**src/rtl/phasecut_ctrl.sv**
```systemverilog
module phasecut_ctrl #(
  parameter int CW         = 16,
  parameter int ABSENT_MIN = 8,
  parameter int TE_OFFSET  = 10,
  parameter int LO_DEG     = 40,
  parameter int HI_DEG     = 140,
  parameter int AGREE_N    = 4
) (
  input  logic clk,
  input  logic rst_n,
  input  logic hc_start,
  input  logic line_ok,
  input  logic ovp,
  input  logic uvlo,
  output logic run_en,
  output logic sink_en,
  output logic dimmer_present,
  output logic dimmer_type
);
  localparam int NW   = CW + 8;
  localparam int PW   = CW + 10;
  localparam int SPAN = HI_DEG - LO_DEG;
  localparam int AGW  = $clog2(AGREE_N + 1);
  localparam logic [1:0] C_NONE = 2'd0, C_LE = 2'd1, C_TE = 2'd2;

  logic [CW-1:0]  tcnt, acnt, pcnt, t_meas, a_meas, r_cur, r_pend;
  logic           first_ok, full_cur, full_pend;
  logic [1:0]     cls, last_cand, cand;
  logic [AGW-1:0] agree, agree_nx;
  logic [NW-1:0]  rem, dshift;
  logic [7:0]     quo;
  logic [2:0]     k;
  logic           busy, fin;

  assign cand = (acnt < CW'(ABSENT_MIN)) ? C_NONE : (first_ok ? C_TE : C_LE);
  assign agree_nx = (cand != last_cand) ? AGW'(1) :
                    (agree == AGW'(AGREE_N)) ? agree : agree + AGW'(1);

  always_ff @(posedge clk) begin
    if (!rst_n) begin
      tcnt <= '0; acnt <= '0; pcnt <= '0; first_ok <= 1'b0;
      cls <= C_NONE; last_cand <= C_NONE; agree <= '0;
    end else if (hc_start) begin
      tcnt      <= CW'(1);
      acnt      <= CW'(!line_ok);
      pcnt      <= CW'(line_ok);
      first_ok  <= line_ok;
      last_cand <= cand;
      agree     <= agree_nx;
      if (agree_nx == AGW'(AGREE_N)) cls <= cand;
    end else begin
      tcnt <= tcnt + CW'(1);
      acnt <= acnt + CW'(!line_ok);
      pcnt <= pcnt + CW'(line_ok);
    end
  end

  assign dshift = NW'(t_meas) << k;

  logic [9:0]    a_eff, diff;
  logic [CW-1:0] pc;
  logic [PW-1:0] prod;
  assign a_eff = {2'b0, quo} + ((cls == C_TE) ? 10'(TE_OFFSET) : 10'd0);
  assign diff  = 10'(HI_DEG) - a_eff;
  assign pc    = t_meas - a_meas;
  assign prod  = PW'(pc) * PW'(diff);

  always_ff @(posedge clk) begin
    if (!rst_n) begin
      t_meas <= '0; a_meas <= '0; rem <= '0; quo <= '0; k <= '0;
      busy <= 1'b0; fin <= 1'b0;
      r_pend <= '0; full_pend <= 1'b0; r_cur <= '0; full_cur <= 1'b0;
    end else begin
      fin <= 1'b0;
      if (hc_start) begin
        t_meas   <= tcnt;
        a_meas   <= acnt;
        rem      <= NW'(acnt) * NW'(180);
        quo      <= '0;
        k        <= 3'd7;
        busy     <= 1'b1;
        r_cur    <= r_pend;
        full_cur <= full_pend;
      end else if (busy) begin
        if (rem >= dshift) begin
          rem    <= rem - dshift;
          quo[k] <= 1'b1;
        end
        if (k == 3'd0) begin
          busy <= 1'b0;
          fin  <= 1'b1;
        end else k <= k - 3'd1;
      end else if (fin) begin
        full_pend <= (a_eff <= 10'(LO_DEG));
        if (a_eff >= 10'(HI_DEG)) r_pend <= '0;
        else r_pend <= CW'(prod / PW'(SPAN));
      end
    end
  end

  logic [CW-1:0] pidx;
  logic          win;
  assign pidx = hc_start ? '0 : pcnt;
  assign win  = full_cur ? line_ok : (line_ok && (pidx < r_cur));

  assign run_en         = ((cls == C_NONE) || win) && !ovp && !uvlo;
  assign sink_en        = line_ok && !run_en && !uvlo;
  assign dimmer_present = (cls != C_NONE);
  assign dimmer_type    = (cls == C_TE);
endmodule

```
**config.mk**
```make
export PLATFORM = sky130hd
export DESIGN_NAME = phasecut_ctrl
export DESIGN_NICKNAME = d
export VERILOG_FILES = /design/src/rtl/phasecut_ctrl.sv
export SDC_FILE = /design/constraint.sdc
export NUM_CORES = 1
export LEC_CHECK = 0
export CAP_MARGIN = 30
export CORE_ASPECT_RATIO = 1.25
export CORE_MARGIN = 8
export CORE_UTILIZATION = 30
export CTS_BUF_LIST = sky130_fd_sc_hd__clkbuf_4 sky130_fd_sc_hd__clkbuf_8 sky130_fd_sc_hd__clkbuf_16
export CTS_CLUSTER_DIAMETER = 200
export DETAILED_ROUTE_END_ITERATION = 12
export DONT_BUFFER_PORTS = 1
export SLEW_MARGIN = 20
export SYNTH_ARGS = -nofsm -noshare
export SYNTH_HDL_FRONTEND = slang
export SYNTH_SLANG_ARGS = --single-unit
```
**constraint.sdc**
```tcl
create_clock -name clk -period 38.4 [get_ports clk]
set_input_delay 7.68 -clock clk [delete_from_list [all_inputs] [get_ports clk]]
set_output_delay 7.68 -clock clk [all_outputs]
set_load 0.05 [all_outputs]
```
; ---- Word level (Yosys, flattened, before mapping)
; Index checks and enable logic that the tools add are counted.
[classes]
add_sub_neg = 9
mul = 2
n_div = 1
order_cmp = 7
eq_ne = 5
shifts = 1
mux = 23
bitwise_logic = 4
n_reduce_logical = 23
[ops]
columns = operator, n
row1 = $mux 24, 3
row2 = $add 16x1->16, 2
row3 = $mux 16, 2
row4 = $div 26x7->26 const B, 1
row5 = $mul 16x10->26, 1
row6 = $ge 24x24->1, 1
row7 = $shl 16x3->24, 1
row8 = $sub 24x24->24, 1
row9 = $mul 16x6->22 const B, 1
row10 = $add 16x1->16 const B, 1
row11 = $lt 16x16->1, 1
row12 = $lt 16x4->1 const B, 1
row13 = $sub 16x16->16, 1
row14 = $mux 3, 5
row15 = $sub 8x9->10 const A, 1
row16 = $add 8x4->9, 1
row17 = $ge 9x8->1 const B, 1
row18 = $le 9x6->1 const B, 1
row19 = $mux 1, 9
row20 = $or 8x8->8, 1
row21 = $reduce_and 2->1, 4
row22 = $eq 3x3->1 const B, 2
row23 = $logic_and 1x1->1, 6
row24 = $reduce_bool 2->1, 3
row25 = 18 further kinds, 24
[totals]
register_bits = 159
latch_bits = 0
ram_bits = 0
mem_bits_ro = 0
in_bits = 6
output_inout_bits = 4
wordCells = 97
n_memories = 0

; ---- Longest topological paths before layout
[logic_depth]
depth_word = 10
mapped_depth = 80
depth_no_buf = 74

; ---- Least setup slack after synthesis
; No wires, ideal clock.
[synth_path]
path_type = input to output
from = in hc_start
to = out sink_en
arrival_time_ns = 12.411
t_required_ns = 30.720
setup_slack_ns = 18.309
cell_stages = 26
path_cell_list = clkbuf_1 clkbuf_1 nor2b_1 ha_1 a21o_1 a21o_1 a21oi_1 nor2b_1 o21ai_0 nand2b_1 a21oi_1 nor2b_1 o21ai_0 nand2b_1 a21oi_1 nor2b_1 o21ai_0 nand2b_1 a21oi_1 nor2b_1 o21ai_0 nand2b_1 a21oi_1 o21ai_0 a211oi_1 nor3_1
[synth_via]
elab_chain_cells = 10
[synth_rtl]
columns = element, line_no
row1 = start: declaration, 11  ; input logic hc_start,
row2 = $mux 16, 103  ; assign pidx = hc_start ? '0 : pcnt;
row3 = $lt 16x16->1, 104  ; assign win = full_cur ? line_ok : (line_ok && (pidx < r_cur));
row4 = $logic_and 1x1->1, 104
row5 = $mux 1, 104
row6 = $logic_or 1x1->1, 106  ; assign run_en = ((cls == C_NONE) || win) && !ovp && !uvlo;
row7 = $logic_and 1x1->1 (2 in a row), 106
row8 = net run_en, 15  ; output logic run_en,
row9 = $logic_not 1->1, 107  ; assign sink_en = line_ok && !run_en && !uvlo;
row10 = $logic_and 1x1->1 (2 in a row), 107
row11 = end: declaration, 16  ; output logic sink_en,
; The timed path passes the listed nets, and every way through them passes these cells.

; ---- Worst setup path after layout
[layout_path]
from = reg t_meas[0]
to = reg r_pend[0]
[layout_via]
elab_chain_cells = 4
[layout_rtl]
columns = element, line_no
row1 = start: declaration, 26  ; logic [CW-1:0] tcnt, acnt, pcnt, t_meas, a_meas, r_cur, r_pend;
row2 = start signal: assignment, 76  ; t_meas <= tcnt;
row3 = $sub 16x16->16, 65  ; assign pc = t_meas - a_meas;
row4 = $mul 16x10->26, 66  ; assign prod = PW'(pc) * PW'(diff);
row5 = $div 26x7->26, 96  ; else r_pend <= CW'(prod / PW'(SPAN));
row6 = $mux 16, 95  ; if (a_eff >= 10'(HI_DEG)) r_pend <= '0;
row7 = end signal: assignment, 96
row8 = end: declaration, 26
; Every way passes these cells.
; A chain may end at the register's enable or synchronous reset.

==> metrics.log <==
[metrics] maximum number of buffers from clock root to sink: 2
[metrics] outcome: complete, no violations
[metrics] fraction of final layout cells with drive strength greater than 1: 0.0761
[metrics] relative max-transition margin: 0.347
[metrics] CP peak stage delay: 700 ps
[metrics] post-synthesis net count: 2820
[metrics] area of the core region: 0.0691 mm²
[metrics] post-CTS sizing: 0
[metrics] sequential element share of the synthesized area: 0.153
[metrics] Setup violations, final: 0
[metrics] Final HPWL DP: 41400 µm
[metrics] vias in the first global route: 17600
[metrics] synth warn: 0
[metrics] area growth from synthesis to layout: 7.53%
[metrics] 1st-iter DRT viols: 955
[metrics] Max Freq: 0.0492 GHz
[metrics] pin count of the biggest net entering global routing: approximately 110
[metrics] initial standard-cell utilization of the core: 0.302
[metrics] Yosys top cell area share: 0.153
[metrics] worst-margin pin slew: 976 ps
[metrics] number of placement rows: 108
[metrics] total via count in the routed design: between 15000 and 20000
[metrics] Filler Cells Inserted: ~7300
[metrics] # hold bufs at CTS: 0
[metrics] H-tree level count: 4
[metrics] DRT Wirelength: 52500 µm
[metrics] Critical Path End Type: flip-flop
[metrics] number of remaining DRC errors: 0
[metrics] cell type contributing the most total cell area after synthesis: sky130_fd_sc_hd__dfxtp_1
[metrics] number of unique standard cell types used by synthesis: between 100 and 150
[metrics] average vias per placed instance: around 5
[metrics] number of max-capacitance violations reported: 0
[metrics] area of the multi-input gates: 0.0164 mm²
[metrics] largest cells by area after synthesis: sky130_fd_sc_hd__dfxtp_1 15%, sky130_fd_sc_hd__fa_1 13%, sky130_fd_sc_hd__ha_1 10%
[metrics] Mapped Area: 0.0208 mm²
[metrics] clk_lat worst skew: approximately 450 ps
[metrics] total I/O pin count: 10
[metrics] Worst setup SP type: flip-flop
[metrics] nets: roughly 2800
[metrics] area enclosed by the die boundary: 0.0782 mm²
[metrics] Synth Flop Type: sky130_fd_sc_hd__dfxtp_1
[metrics] global route total overflow: 0
[metrics] critical setup path kind: reg2reg
[metrics] total count of hold-check failures in the final report: 0
[metrics] final worst clock skew: 14.2 ps
[metrics] commonest cells in the netlist: 240 x sky130_fd_sc_hd__inv_1, 222 x sky130_fd_sc_hd__nor2_1, 216 x sky130_fd_sc_hd__nand2_1
[metrics] dominant cell by count in the synthesized netlist: sky130_fd_sc_hd__inv_1
[metrics] final setup TNS: 0 ps
[metrics] TritonRoute pass-1 iters: 5
[metrics] non-filler cells, final: 3407
[metrics] Die Width: between 200 and 300 µm
[metrics] register area: 0.00318 mm²
[metrics] peak fanout along the critical path: 12
[metrics] minimum clock period: roughly 20000 ps
[metrics] count of flip-flops with a built-in enable after synthesis: 0
[metrics] number of buffers inserted by post-CTS setup repair: 0
[metrics] library cell appearing most often on the critical path: sky130_fd_sc_hd__a21oi_1
[metrics] antenna violations before repair: 0
[metrics] Cells after Synth: about 2500
[metrics] clock root buffer master: sky130_fd_sc_hd__clkbuf_16
[metrics] GPL Wtd Cong: 0.874
[metrics] Syn Area/Cell: slightly above 8 µm²
[metrics] Worst Path Required: 38750 ps
[metrics] die boundary height: 311 µm
[metrics] clock tree from TritonCTS: built
[metrics] RSZ-0062 raised after global routing: false
[metrics] number of diodes: 0
[metrics] clock-pin slew on the worst setup and hold paths: 70 ps
[metrics] Port Buffers: 0
[metrics] Seq cells post-synth: between 150 and 200
[metrics] global routing usage summed across all routing layers: 0.136
[metrics] Max stage delay cell, worst path: sky130_fd_sc_hd__xor2_1
[metrics] share of synthesized flip-flops with an asynchronous set or reset: 0
[metrics] number of sinks on the clock net: 159
[metrics] max-slew violation total from the final report: 0
[metrics] average wire length per cell after detail routing: 15.4 µm
[metrics] Inst Count DP: 3370
[metrics] post-route ant nets: 0
[metrics] final critical-path share of the clock period: 0.529
[metrics] type of the worst min-delay path: reg2reg
[metrics] Arr. time, crit path: 20660 ps
[metrics] first-pass GRT wire length: between 90000 and 100000 µm
[metrics] final core utilization: 0.324
[metrics] number of buffers created by CTS: 17
-- state kept, by name, indices dropped and copies added (netlist names) --
signal and count:
fin 1, last_cand 2, a_meas 16, k 3, r_cur 16, rem 24, t_meas 16, busy 1
full_cur 1, first_ok 1, agree 3, tcnt 16, acnt 16, r_pend 16, cls 2, full_pend 1
quo 8, pcnt 16
-- through the flow --
stage / setup WS (ps) / area [µm²] / hold WS (ps)
floorplan: 18310 / 20800 / 443
finish: 18090 / 22400 / 467
global placement: 18540 / 21800 / 454
detailed placement: 18210 / 21800 / 460
global route: 16270 / 22400 / 494
CTS: 18130 / 22400 / 470
-- worst paths after layout --
path | start | to | slack, ps | cells after the start
min | r_pend[9] | r_pend[9] | 470 | 2
min reg2reg | r_pend[9] | r_pend[9] | 470 | 2
max | t_meas[0] | r_pend[0] | 18090 | 70
max reg2reg | t_meas[0] | r_pend[0] | 18090 | 70
-- layer usage --
metal,up-vias,share of wire,GRT usage
met4,0,0.028,0.0453
met2,267,0.50,0.238
met5,-,0,0
li1,8692,-,-
met3,85,0.018,0.0104
met1,8514,0.46,0.174
-- critical path, delay by kind of cell (launching register included) --
| family | cells | cell delay (ps) |
|---|---|---|
| XOR/XNOR | 7 | 2600 |
| flip-flops | 1 | 360 |
| AND/OR/NAND/NOR | 8 | 1770 |
| AO/OA/AOI/OAI | 40 | 10110 |
| buffers and inverters | 4 | 280 |
| multiplexers | 2 | 1180 |
| adder cells (fa/ha/maj) | 9 | 3880 |
-- layout make-up --
| class | instances | area share |
|---|---|---|
| clock buffer | 17 | 0.0190 |
| clock inverter | 15 | 0.00732 |
| inverter | 240 | 0.0402 |
| multi-input combinational | 2018 | 0.731 |
| sequential | 159 | 0.142 |
| tap | 935 | 0.0522 |
| timing repair buffer | 23 | 0.00805 |
-- cells in the final DEF, fill, tap and decap left out, types with 14 or more instances in the layout --
| master | n |
|---|---|
| sky130_fd_sc_hd__nand3_1 | 48 |
| sky130_fd_sc_hd__and2_1 | 37 |
| sky130_fd_sc_hd__a21o_1 | 62 |
| sky130_fd_sc_hd__a31oi_1 | 16 |
| sky130_fd_sc_hd__a21oi_1 | 129 |
| sky130_fd_sc_hd__ha_1 | 166 |
| sky130_fd_sc_hd__a211oi_1 | 27 |
| sky130_fd_sc_hd__and3_1 | 20 |
| sky130_fd_sc_hd__o21ai_1 | 16 |
| sky130_fd_sc_hd__nor2b_1 | 110 |
| sky130_fd_sc_hd__nor2_1 | 222 |
| sky130_fd_sc_hd__buf_4 | 19 |
| sky130_fd_sc_hd__o21ai_0 | 58 |
| sky130_fd_sc_hd__a22oi_1 | 19 |
| sky130_fd_sc_hd__nor3_1 | 38 |
| sky130_fd_sc_hd__mux2i_1 | 80 |
| sky130_fd_sc_hd__o21bai_1 | 25 |
| sky130_fd_sc_hd__fa_1 | 138 |
| sky130_fd_sc_hd__nand2b_1 | 29 |
| sky130_fd_sc_hd__clkbuf_16 | 17 |
| sky130_fd_sc_hd__xor2_1 | 61 |
| sky130_fd_sc_hd__nand4_1 | 24 |
| sky130_fd_sc_hd__dfxtp_1 | 159 |
| sky130_fd_sc_hd__o311a_1 | 14 |
| sky130_fd_sc_hd__o21a_1 | 14 |
| sky130_fd_sc_hd__xnor2_1 | 104 |
| sky130_fd_sc_hd__nand2_1 | 215 |
| sky130_fd_sc_hd__o211ai_1 | 31 |
| sky130_fd_sc_hd__inv_1 | 240 |
-- cells by family after synthesis --
logic type | Yosys count | share of synthesized area
adder cells (fa/ha/maj) | 309 | 0.235
AO/OA/AOI/OAI | 615 | 0.226
buffers and inverters | 333 | 0.0623
XOR/XNOR | 171 | 0.0741
multiplexers | 95 | 0.0506
AND/OR/NAND/NOR | 828 | 0.200
flip-flops | 159 | 0.153
Power is left out: the tool's default activity adds up to more than one toggle a clock period on the data nets, which glitch-free logic cannot reach.
